## config.mk

```make
export PLATFORM = sky130hd
export DESIGN_NAME = win_watchdog
export DESIGN_NICKNAME = d
export VERILOG_FILES = /design/src/rtl/wdw_pkg.sv /design/src/rtl/wdw_sync_fall.sv /design/src/rtl/wdw_limits.sv /design/src/rtl/wdw_window_timer.sv /design/src/rtl/win_watchdog.sv
export SDC_FILE = /design/constraint.sdc
export NUM_CORES = 1
export LEC_CHECK = 0
export ABC_AREA = 0
export BUFFER_PORTS_ARGS = -buffer_cell sky130_fd_sc_hd__clkbuf_2
export CORE_AREA = 8 8 107 109
export CTS_CLUSTER_SIZE = 20
export DETAILED_ROUTE_END_ITERATION = 8
export DIE_AREA = 0 0 115 117
export PLACE_DENSITY_LB_ADDON = 0.25
export SLEW_MARGIN = 20
export SYNTH_ARGS = -nofsm -noshare
export SYNTH_HDL_FRONTEND = slang
export SYNTH_SLANG_ARGS = --single-unit
```

## constraint.sdc

```tcl
create_clock -name clk -period 4 [get_ports clk]
set_clock_uncertainty 0.2 [all_clocks]
set_input_delay 0.8 -clock clk [delete_from_list [all_inputs] [get_ports clk]]
set_output_delay 0.8 -clock clk [all_outputs]
set_load 0.01 [all_outputs]
```

## src/rtl/wdw_pkg.sv

```systemverilog
package wdw_pkg;

  typedef enum logic [1:0] {
    WIN_R8  = 2'd0,
    WIN_R16 = 2'd1,
    WIN_R64 = 2'd2,
    WIN_OFF = 2'd3
  } win_mode_e;

  // Strap pair (first, second) to window mode.
  function automatic win_mode_e decode_straps(input logic s_first, input logic s_second);
    case ({s_first, s_second})
      2'b00:   return WIN_R8;
      2'b01:   return WIN_R16;
      2'b11:   return WIN_R64;
      default: return WIN_OFF;
    endcase
  endfunction

  // Right-shift that turns the upper bound into the early bound.
  function automatic int unsigned mode_shift(input win_mode_e m);
    case (m)
      WIN_R8:  return 3;
      WIN_R16: return 4;
      WIN_R64: return 6;
      default: return 0;
    endcase
  endfunction

endpackage

```

## src/rtl/wdw_sync_fall.sv

```systemverilog
module wdw_sync_fall #(
  parameter int SYNC_STAGES = 2
) (
  input  logic clk,
  input  logic rst_n,
  input  logic din,
  output logic fall
);

  logic level;
  logic level_q;

  generate
    if (SYNC_STAGES == 0) begin : g_direct
      assign level = din;
    end else begin : g_chain
      logic [SYNC_STAGES-1:0] chain;
      always_ff @(posedge clk or negedge rst_n) begin
        if (!rst_n) begin
          chain <= '1;
        end else begin
          chain <= {chain[SYNC_STAGES-2+((SYNC_STAGES==1)?1:0):0], din} ;
        end
      end
      assign level = chain[SYNC_STAGES-1];
    end
  endgenerate

  always_ff @(posedge clk or negedge rst_n) begin
    if (!rst_n) level_q <= 1'b1;
    else        level_q <= level;
  end

  assign fall = level_q & ~level;

  AST_FALL_NEEDS_HIGH_BEFORE: assert property (@(posedge clk) disable iff (!rst_n)
    fall |=> !fall);

endmodule

```

## src/rtl/wdw_limits.sv

```systemverilog
module wdw_limits
  import wdw_pkg::*;
#(
  parameter int CW = 24
) (
  input  logic          clk,
  input  logic          rst_n,
  input  logic          strap0,
  input  logic          strap1,
  input  logic [CW-1:0] slow_limit,
  output logic [CW-1:0] fast_limit,
  output logic          off,
  output logic          strap_changed
);

  win_mode_e   mode;
  logic [1:0]  strap_q;
  int unsigned shamt;

  always_comb begin
    mode       = decode_straps(strap0, strap1);
    shamt      = mode_shift(mode);
    off        = (mode == WIN_OFF);
    fast_limit = slow_limit >> shamt;
  end

  always_ff @(posedge clk or negedge rst_n) begin
    if (!rst_n) strap_q <= 2'b00;
    else        strap_q <= {strap0, strap1};
  end

  assign strap_changed = (strap_q != {strap0, strap1});

  AST_EARLY_NOT_ABOVE_LATE: assert property (@(posedge clk) disable iff (!rst_n)
    !off |-> (fast_limit <= slow_limit));

endmodule

```

## src/rtl/wdw_window_timer.sv

```systemverilog
module wdw_window_timer #(
  parameter int CW = 24
) (
  input  logic          clk,
  input  logic          rst_n,
  input  logic          hold,
  input  logic          fall,
  input  logic [CW-1:0] fast_limit,
  input  logic [CW-1:0] slow_limit,
  output logic          early_evt,
  output logic          late_evt,
  output logic          early_q,
  output logic          late_q
);

  logic [CW-1:0] cnt;
  logic [CW-1:0] cnt_n;

  always_comb begin
    early_evt = 1'b0;
    late_evt  = 1'b0;
    cnt_n     = cnt + 1'b1;
    if (hold) begin
      cnt_n = '0;
    end else if (cnt >= slow_limit) begin
      late_evt = 1'b1;
      cnt_n    = '0;
    end else if (fall) begin
      early_evt = (cnt < fast_limit);
      cnt_n     = '0;
    end
  end

  always_ff @(posedge clk or negedge rst_n) begin
    if (!rst_n) begin
      cnt     <= '0;
      early_q <= 1'b0;
      late_q  <= 1'b0;
    end else begin
      cnt     <= cnt_n;
      early_q <= early_evt;
      late_q  <= late_evt;
    end
  end

  AST_HOLD_ZEROES_TIMER: assert property (@(posedge clk) disable iff (!rst_n)
    hold |=> (cnt == '0));

  AST_RESTART_AFTER_FAULT: assert property (@(posedge clk) disable iff (!rst_n)
    (early_q || late_q) |-> (cnt == '0));

  AST_NO_DOUBLE_STROBE: assert property (@(posedge clk) disable iff (!rst_n)
    !(early_q && late_q));

endmodule

```

## src/rtl/win_watchdog.sv

```systemverilog
module win_watchdog #(
  parameter int CW          = 24,
  parameter int SYNC_STAGES = 2
) (
  input  logic          clk,
  input  logic          rst_n,
  input  logic          sys_rst,
  input  logic          wdi,
  input  logic          strap0,
  input  logic          strap1,
  input  logic [CW-1:0] slow_limit,
  output logic          fast_fault,
  output logic          slow_fault,
  output logic          fault
);

  logic          fall;
  logic [CW-1:0] fast_limit;
  logic          off;
  logic          strap_changed;
  logic          hold;
  logic          early_evt;
  logic          late_evt;

  wdw_sync_fall #(.SYNC_STAGES(SYNC_STAGES)) u_sync (
    .clk  (clk),
    .rst_n(rst_n),
    .din  (wdi),
    .fall (fall)
  );

  wdw_limits #(.CW(CW)) u_limits (
    .clk          (clk),
    .rst_n        (rst_n),
    .strap0       (strap0),
    .strap1       (strap1),
    .slow_limit   (slow_limit),
    .fast_limit   (fast_limit),
    .off          (off),
    .strap_changed(strap_changed)
  );

  assign hold = sys_rst | off | strap_changed;

  wdw_window_timer #(.CW(CW)) u_timer (
    .clk       (clk),
    .rst_n     (rst_n),
    .hold      (hold),
    .fall      (fall),
    .fast_limit(fast_limit),
    .slow_limit(slow_limit),
    .early_evt (early_evt),
    .late_evt  (late_evt),
    .early_q   (fast_fault),
    .late_q    (slow_fault)
  );

  always_ff @(posedge clk or negedge rst_n) begin
    if (!rst_n) fault <= 1'b0;
    else        fault <= early_evt | late_evt;
  end

  AST_COMBINED_MATCHES: assert property (@(posedge clk) disable iff (!rst_n)
    fault == (fast_fault || slow_fault));

  AST_QUIET_IN_SYS_RESET: assert property (@(posedge clk) disable iff (!rst_n)
    sys_rst |=> !fault);

  AST_QUIET_WHEN_OFF: assert property (@(posedge clk) disable iff (!rst_n)
    (strap0 && !strap1) |=> !fault);

  AST_STRAP_EDGE_NO_FAULT: assert property (@(posedge clk) disable iff (!rst_n)
    strap_changed |=> !fault);

endmodule

```

# --- After elaboration in Yosys (flattened, before gate mapping) ---
# Index checks and enable logic that the tools add are counted.
word_totals:
  regBits: 32
  latch_bits: 0
  ram_bits: 0
  romBits: 0
  out_inout_bits: 3
  wordCells: 34
  memories: 0
classes:
  addsub: 1
  mul: 0
  n_div: 0
  magnitude_cmp: 2
  eq_ne: 6
  shift: 1
  n_mux: 10
  bitwise_logic: 5
  n_reduce_logical: 2
op_table:
  columns: ["operator", "count"]
  rows:
  - ["24-bit two-way mux", 3]
  - ["24-bit by 1-bit adder with 24-bit output, second input constant", 1]
  - ["24-bit >= comparator", 1]
  - ["24-bit < comparator", 1]
  - ["24-bit by 3-bit >> shifter with 24-bit output", 1]
  - ["3-bit one-hot mux with 3 select lines", 1]
  - ["2-bit == test, second input constant", 3]
  - ["2-bit one-hot mux with 3 select lines", 1]
  - ["1-bit two-way mux", 5]
  - ["2-bit by 1-bit == test with 1-bit output, second input constant", 2]
  - ["2-bit zero test", 2]
  - ["1-bit bitwise OR", 3]
  - ["2-bit != test", 1]
  - ["1-bit bitwise AND", 1]
  - ["1-bit inverter", 1]

# --- Longest topological paths before layout ---
# Gate-level depths: netlist of the first run.
depth:
  depth_word: 10
  ltp_mapped: 17
  depth_no_buf: 15

# --- Modules after synthesis ---
# Synthesis of the first run repeated with hierarchy kept, for this count alone.
unflattened:
  hier_cells: 390
  area_unflattened_um2: 3447.1
modules_own_cells:
  columns: ["module", "instances", "cells_each", "area_per_inst_um2", "seq_area_each_um2"]
  rows:
  - ["wdw_window_timer", 1, 286, 2359.8, 650.6]
  - ["wdw_limits", 1, 97, 957.2, 50.0]
  - ["wdw_sync_fall", 1, 4, 92.6, 78.8]
  - ["win_watchdog", 1, 3, 37.5, 25.0]

# --- Least setup slack after synthesis of the first run ---
# OpenSTA, ideal clock, no wires.
synth_path:
  kind: "input-to-reg"
  start: "in strap1"
  end: "reg fault"
  setup_ns: 0.124
  t_arrival_ns: 3.360
  slack_ns: 0.316
  stages: 16
  n_path_buf: 2
  cell_sequence: "inv_1 ha_1 buf_2 clkinv_1 nor2_1 nor2_1 buf_2 nand2_1 o21ai_0 ha_1 nand4_1 nor4_1 o2111ai_1 o211ai_1 nor3_1 o21bai_1"
synth_between:
  elab_chain_len: 10
synth_rtl:
  columns: ["item", "line", "source"]
  rows:
  - ["start, declared", "win_watchdog.sv:10", "input logic strap1,"]
  - ["2-bit == test, or another cell as far along", "wdw_pkg.sv:12", "case ({s_first, s_second})"]
  - ["2-bit one-hot mux with 3 select lines", "wdw_pkg.sv:12", null]
  - ["2-bit == test, or another cell as far along", "wdw_pkg.sv:22", "case (m)"]
  - ["3-bit one-hot mux with 3 select lines", "wdw_pkg.sv:22", null]
  - ["24-bit by 3-bit >> shifter with 24-bit output", "wdw_limits.sv:24", "fast_limit = slow_limit >> shamt;"]
  - ["24-bit < comparator", "wdw_window_timer.sv:29", "early_evt = (cnt < fast_limit);"]
  - ["1-bit two-way mux", "wdw_window_timer.sv:28", "end else if (fall) begin"]
  - ["1-bit two-way mux", "wdw_window_timer.sv:25", "end else if (cnt >= slow_limit) begin"]
  - ["1-bit two-way mux", "wdw_window_timer.sv:23", "if (hold) begin"]
  - ["1-bit bitwise OR *", "win_watchdog.sv:60", "else fault <= early_evt | late_evt;"]
  - ["end signal, assigned", "win_watchdog.sv:60", null]
  - ["end, declared", "win_watchdog.sv:14", "output logic fault"]
# Mark *: on every way between the ends. The rest lies on a longest branch, timed or not.

# --- Worst setup path in the final report of the first run ---
layout_path:
  start: "in strap1"
  end: "reg u_timer.early_q"
layout_between:
  elab_chain_len: 9
layout_rtl:
  columns: ["item", "line", "source"]
  rows:
  - ["2-bit == test, or another cell as far along", "wdw_pkg.sv:12", null]
  - ["2-bit one-hot mux with 3 select lines", "wdw_pkg.sv:12", null]
  - ["2-bit == test, or another cell as far along", "wdw_pkg.sv:22", null]
  - ["3-bit one-hot mux with 3 select lines", "wdw_pkg.sv:22", null]
  - ["24-bit by 3-bit >> shifter with 24-bit output", "wdw_limits.sv:24", null]
  - ["24-bit < comparator", "wdw_window_timer.sv:29", null]
  - ["1-bit two-way mux", "wdw_window_timer.sv:28", null]
  - ["1-bit two-way mux", "wdw_window_timer.sv:25", null]
  - ["1-bit two-way mux *", "wdw_window_timer.sv:23", null]
  - ["named net early_evt", "win_watchdog.sv:22", "logic early_evt;"]
  - ["end signal, assigned", "wdw_window_timer.sv:41", "early_q <= early_evt;"]
  - ["end, declared", "wdw_window_timer.sv:12", "output logic early_q,"]
# The timed path passes the listed nets; every way through them passes the cells marked *.

==> results.txt, run 1 <==
- H-tree levels: 2
- Counting instances in the post-synthesis netlist gives the leading cell types as ha_1, nor2_1, nand2_1.
- The number of antenna violations at the first check in global routing came to 0.
- Among all cell types in the netlist, the one instantiated most often is ha_1.
- The flow ran to the end, and the final reports show no timing, DRC or antenna violations.
- The worst pin sits at a relative slew slack of roughly a third.
* Total via count in the routed design: around 2900
- Input and output buffers added on the ports amount to 32.
- Wire length of the first global-routing pass: between 10000 and 15000 µm
- Once the floorplan was initialized, standard cells occupied between 30% and 40% of the core.
- Synthesis Warnings: 0
- The count of nets left with antenna violations once routing finished came out at 0.
- Insertion delay to the later sink of the worst-skew pair: 280 ps
- In this run the deepest clock path goes through 2 buffers.
- In this run the post-CTS setup repair buffer count came out at 0.
- Required @ worst endpoint: just under 4000 ps
* Critical-path top delay cell: nor4_1
- In this run, post-CTS hold repair placed 0 buffers.
- Number of remaining DRC errors: 0
* Area growth from synthesis to layout: 15.3%
* Number of synthesized flops with an enable pin: 0
- After routing the design area is 3840 µm².
- The post-route netlist has 15.4% of its cells at a drive strength greater than 1.
* Yosys cell types: 48
- From left edge to right edge, the die measures 115 µm.
- Final WL: 8620 µm
- The synthesized netlist occupies a cell area of 3340 µm².
- WL/cell: 14.9 µm
- Fin crit period: roughly 3600 ps
- The repair_antennas step left the layout with diodes totalling 0.
- The tightest hold path in the finished design has a slack of 156 ps.
- The first TritonRoute pass finished after 4 iterations.
- Clock slew at the register clock pins of the worst setup and hold paths: 70 ps
- STA puts the critical path data arrival time at 3620 ps.
- In the synthesized netlist, the number of instances is 401.
* Die Span Y: about 120 µm
- In this run the biggest area consumer among cell types represents about 22% of the synthesized area.
* Critical Path, Cell by Cell: clkbuf_2 -> inv_1 -> ha_1 -> buf_12 -> o21ai_0 -> nor2_1 -> a21oi_1 -> mux2_2 -> o21ai_0 -> ha_1 -> nand4_1 -> nor4_1 -> o2111ai_1 -> o211ai_1 -> nor3_1 -> and2_1
- At the end of the flow the core is filled with cells to 38.8%.
* Number of flip-flops and latches in the synthesized netlist: 32
- Share of synthesized registers carrying an async set or reset: 100%
* Leading register cell type out of synthesis: dfrtp_1
* Avg Inst Size Synth: about 8.3 µm²
- Leading area contributor after synthesis: dfrtp_1
- Worst vdd rail ir drop: 206 µV
- Overall fraction of global-route tracks in use: 13.5%
- Pin count of the biggest net entering global routing: 33
- RSZ-0062 raised after global routing: no
* Sink count of the clock tree: 32
- After layout, the design draws a total of 0.901 mW.
- Cell types occupying the most area after synthesis: dfrtp_1, ha_1, mux2i_1
- Vias in the first global route: 2861
* Endpoint type of the worst setup path: flip-flop
* Placed cell area: approximately 3700 µm²
- Area of the die: 13500 µm²
* Class of the worst hold path: flip-flop to flip-flop
- Static timing analysis puts the maximum clock frequency at 274 MHz.
* Violation count after the first detailed-route iteration: between 100 and 150
- Highest cell delay on the worst timing path: 420 ps
- The setup path with the least slack is of type primary input to flip-flop.
- Pin placement for this block handled 33 I/O pins.
* Startpoint type of the worst setup path: primary input
- The number of failing hold endpoints at the final stage is 0.
- The initialized floorplan defines 37 standard-cell rows.
- Layout Nets: 524
- Post-synth net total: slightly below 500
- TritonCTS built the clock tree.
- TNS Setup: 0 ps
- Global routing finished with a remaining overflow of 0.
- Once the clock tree was built, the resizer swapped 0 gates to a different size.
- Total power density per cell area: 234 nW/µm²
- Core Footprint: a little under 10000 µm²
- Clock tree root buffer cell: clkbuf_8
- Detailed Place HPWL: 7050 µm
- Crit share post-route: approximately nine tenths
- Post-synthesis sequential area ratio: about 24%
- Routability-driven placement finished with a final weighted congestion of 0.828.
* Max-cap viol count: 0
- Buffers inserted during clock tree synthesis total 5.
- Leakage power figure: ~1.9 nW
- Final setup violation count: 0
- Via density: 4.98
- At the pin with the least slew margin, the transition time is 1000 ps.
- The number of max-slew violations in the final report came to 0.
* Maximum fanout encountered on the critical timing path: 28
- The layout has 1059 filler cells.
critical path, delay by kind of cell:
kind	cells	cell delay (ps)
mux	1	200
buf+inv	3	380
compound gates	5	910
simple gates	5	820
fa+ha+maj	2	510
per-stage QoR:
| step | instances | setup WS, ps |
|---|---|---|
| floorplan | 401 | 316 |
| global placement | 570 | 127 |
| detailed placement | 570 | 47.4 |
| CTS | 578 | 350 |
| global route | 578 | 40.3 |
| finish | 578 | 353 |
final cells by class:
class	instances	area, µm²	area share, %
Multi-Input combinational cell	324	2340	60.9
Clock buffer	6	72.6	1.89
Clock inverter	2	35.0	0.911
Inverter	32	120	3.12
Timing Repair Buffer	46	303	7.88
Sequential cell	32	805	20.9
Tap cell	136	170	4.43
state kept, by name (all words and copies together) (netlist names):
signal,flops
fault,1
u_sync.level_q,1
u_sync.g_chain.chain,2
u_limits.strap_q,2
u_timer.late_q,1
u_timer.cnt,24
u_timer.early_q,1
cells by family after synthesis:
logic type | share of synthesized area (%)
DFF | 24.1
buffers and inverters | 5.74
muxes | 10.2
AOI/OAI and AO/OA | 15.2
and+or+nand+nor | 18.6
xor gates and xnor gates | 6.30
adders and majority gates | 19.9
cells in the final DEF (no fill, tap or decap), drive strengths merged, types with 7 or more instances in the layout:
cell / count
a211oi: 7
a21oi: 33
and3: 9
buf: 14
clkbuf: 38
dfrtp: 29
ha: 53
inv: 31
mux2i: 24
nand2: 40
nand3: 10
nand4: 9
nor2: 46
o21ai: 24
xor2: 18
report_power, final:
group,switching [mW],total [mW],internal (mW)
combinational,0.152,0.270,0.117
clock,0.115,0.300,0.185
sequential,0.00262,0.331,0.328
total,0.270,0.901,0.630
per-layer routing:
layer	GRT usage, %	share of wire (%)	routed length (µm)
met5	0	0	0
met4	2.63	0.79	68
met3	1.90	3.4	297
met2	22.2	46	3930
met1	18.4	50	4320
worst paths after layout:
path                                               from                       to  slack, ps  depth (start not counted)
worst max-delay path                             strap1          u_timer.early_q        350                         16
worst min-delay path            u_sync.g_chain.chain[0]  u_sync.g_chain.chain[1]        160                          0
worst max register to register          u_timer.cnt[13]           u_timer.cnt[0]        940                          7
worst min register to register  u_sync.g_chain.chain[0]  u_sync.g_chain.chain[1]        160                          0
max in group asynchronous                         rst_n           u_timer.cnt[6]       2720                          1
min in group asynchronous                         rst_n          u_timer.cnt[19]        390                          1
Note: power is estimated with default switching activity, not from simulation.
==> inputs of run 2 (changes only) <==
- clock period: 4 -> 3 ns (I/O delays scaled with it)
==> run 2 against run 1 <==
Effect of this change: the run now ends with setup timing left; worst setup slack got worse by 610 ps; combinational power rose by 93%; clock power rose by 49%; flip-flop and latch count did not move; hold slack improved by 5.0 ps; sequential share of layout area fell by 3.4 points; routed wire length rose by 14%; critical path depth rose by 2; register-to-register slack got worse by 610 ps; non-clock buffer count rose by 51; sequential power rose by 33%; cell count rose by 8.8%; largest cell class unchanged.
==> results.txt, run 2 (synthesized netlist as in run 1, its figures left out) <==
- Tot Pwr: 1.41 mW
- In the layout the commonest cells are buf_4, ha_1, nand2_1, nor2_1, clkbuf_2.
* Layout Nets: ~580
- Routed Antenna Nets: 0
- Post-placement worst setup slack: -608 ps
* Max Clk Rate: 307 MHz
- Traced cell by cell, the critical path runs through clkbuf_16 -> inv_12 -> buf_6 -> ha_4 -> buf_8 -> mux2i_4 -> mux2i_2 -> buf_4 -> buf_4 -> buf_4 -> mux2i_1 -> ha_1 -> a21oi_1 -> o21ai_0 -> a21oi_1 -> nor2b_1 -> nor3_2 -> o21bai_1.
- Critical register-to-register path endpoint: u_timer.cnt[9]
- The filler cells instantiated in the layout total 982.
- Insertion delay to the later sink of the worst-skew pair: 280 ps
* Weighted congestion at the end of routability-driven global placement: roughly 0.84
- Outcome: complete, but fails checks
- The largest single stage delay on the critical path is between 200 and 300 ps.
- Across every metal layer, demand over resource in global routing totals 14.9%.
* Flip-flop count of the largest register, all copies and words added: 24
* Wire length of the first global-routing pass: 15900 µm
- Fin crit period: 3260 ps
- TritonCTS Buffers: 5
- Final-report max-slew violation count: 0
* Violation count after the first detailed-route iteration: 156
- Antenna violations before repair: 0
* WL/cell: 15.6 µm
- H-tree levels: 2
- Area taken by multi-input logic gates: 2570 µm²
- Normalized max-slew margin: 47.2%
* Vias in the first global route: around 3200
- The clock passes through at most 2 buffers.
* Share of layout cells above drive strength 1: 32.3%
- Register-to-Register Setup Slack: 330 ps
- RSZ-0062 raised after global routing: yes
* Quantity of hold-fixing buffers added after cts: 0
- Detailed Routing Iterations Pass 1: 4
- The die is 115 µm wide.
* Hold Crit Start: u_sync.g_chain.chain[0]
- After detailed routing, the number of remaining DRC violations is 0.
- The largest registers in the layout are u_timer.cnt (24), u_limits.strap_q (2), u_sync.g_chain.chain (2).
- Arrival time reported for the critical path endpoint: 3260 ps
- From bottom edge to top edge, the die measures 117 µm.
* Clock tree root buffer cell: clkbuf_8
- Via density: 5.05
- Along the worst path, the maximum fanout reaches 5.
- Detailed Place HPWL: 7610 µm
- The tool flagged a number of max-cap violations equal to 0.
* Pin count of the biggest net entering global routing: 33
- In this run the tool buffered the top-level ports with 32 buffer cells.
* Initial Utilization: 33.7%
* Final setup violation count: 2
- Start-to-end type of the worst setup path: primary input to flip-flop
* Area of the die: 13500 µm²
- In the post-route analysis, the smallest setup slack over all paths is -257 ps.
* Total via count in the routed design: 3179
* Final cell count without fillers: roughly 630
* Sink count of the clock tree: 32
- After global routing, the most crowded layer is met2.
* Floorplan row count: 37
- For hold timing, the worst endpoint is u_sync.g_chain.chain[1].
- Pin slew with the least headroom to its limit: 791 ps
- Worst path bufs/invs: 7
- The startpoint identified for the worst register-to-register timing path is u_timer.cnt[13].
* Crit share post-route: 109%
- Counting tap cells, the placed design contains a total of around 610 instances.
* Clock slew at the register clock pins of the worst setup and hold paths: 70 ps
- Endpoint type of the worst setup path: flip-flop
- Area growth from synthesis to layout: 37.7%
- FF-to-FF path depth: 9
- Total count of hold-check failures in the final report: 0
- The worst hold path was traced through 0 stages.
* Leakage power figure: 2.23 nW
* Kind of cell adding the most delay to the critical path: buffers and inverters
* Reg area: 805 µm²
- The slowest stage of the critical path is the ha_1 cell.
- Largest register by flop count: u_timer.cnt
* Startpoint type of the worst setup path: primary input
- Power spread over the standard cell area amounts to 307 nW/µm².
- Most common cell after layout, fill and taps aside: buf_4
- The core region is 9910 µm².
- After detailed routing, the total wire length is 9810 µm.
- TritonCTS clock tree: yes
- Fraction of met2 tracks used by global routing: 24.8%
- Required @ worst endpoint: 3010 ps
- Stages on worst setup path: 18
- Ports placed on the boundary: 33
- Violations in the final reports: setup timing
- 0 antenna diodes ended up in the layout.
- For met3 alone, demand over resource in global routing was between 1.5 and 2%.
- Total global routing overflow: 0
- Global routing consumed, on the met1 layer, between 20% and 30% of the routing resources.
- Among the stages of the critical path, the cell type that occurs most often is buf_4.
* Class of the worst hold path: flip-flop to flip-flop
* Worst vdd rail ir drop: ~420 µV
## run 2: cell type report
class / count / area share, %
Multi-Input combinational cell: 324 / 56.0
Sequential cell: 32 / 17.5
Timing Repair Buffer: 97 / 16.9
Tap cell: 136 / 3.70
Inverter: 32 / 3.10
Clock buffer: 7 / 2.10
Clock inverter: 1 / 0.654
## run 2: per-layer routing
metal | vias to the layer above | routed length, µm
met5 | - | 0
met4 | 0 | 101
met3 | 9 | 397
met2 | 51 | 4580
met1 | 1510 | 4730
li1 | 1609 | -
## run 2: through the flow
step	instance area [µm²]	TNS (ps)	hold WS [ps]	util (%)
3_3_place_gp	4060	-1070	147	40.9
4_1_cts	4360	-423	165	44.0
3_5_place_dp	4060	-1190	152	40.9
6_report	4590	-504	161	46.4
5_1_grt	4590	-697	169	46.4
2_1_floorplan	3450	-71.7	104	-
## run 2: worst max-delay path by stage
stage / start / to
2_1_floorplan: strap1 / u_timer.early_q
3_3_place_gp: strap1 / fault
3_5_place_dp: strap1 / fault
4_1_cts: strap1 / fault
5_1_grt: strap1 / fault
6_report: strap1 / fault
## run 2: timing repair
action | 4_1_cts | 5_1_grt
setup buffers | 8 | 8
cloned | 0 | 1
pin swaps | 12 | 22
gates resized for setup | 24 | 38
endpoints found under the setup margin | 2 | 2
## run 2: worst reg2reg max path, delay by kind of cell, from the launching register on
| family | cells | cell delay, ps |
|---|---|---|
| flip-flops | 1 | 460 |
| buffers and inverters | 2 | 390 |
| AO/OA/AOI/OAI | 3 | 670 |
| AND/OR/NAND/NOR | 3 | 550 |
| adder cells (fa/ha/maj) | 1 | 340 |
## run 2: report_power, final
group | internal (mW) | switching [mW] | leakage (nW)
logic | 0.254 | 0.266 | 1.73
clock network | 0.293 | 0.154 | 0.0645
registers | 0.438 | 0.00363 | 0.432
total | 0.985 | 0.424 | 2.23
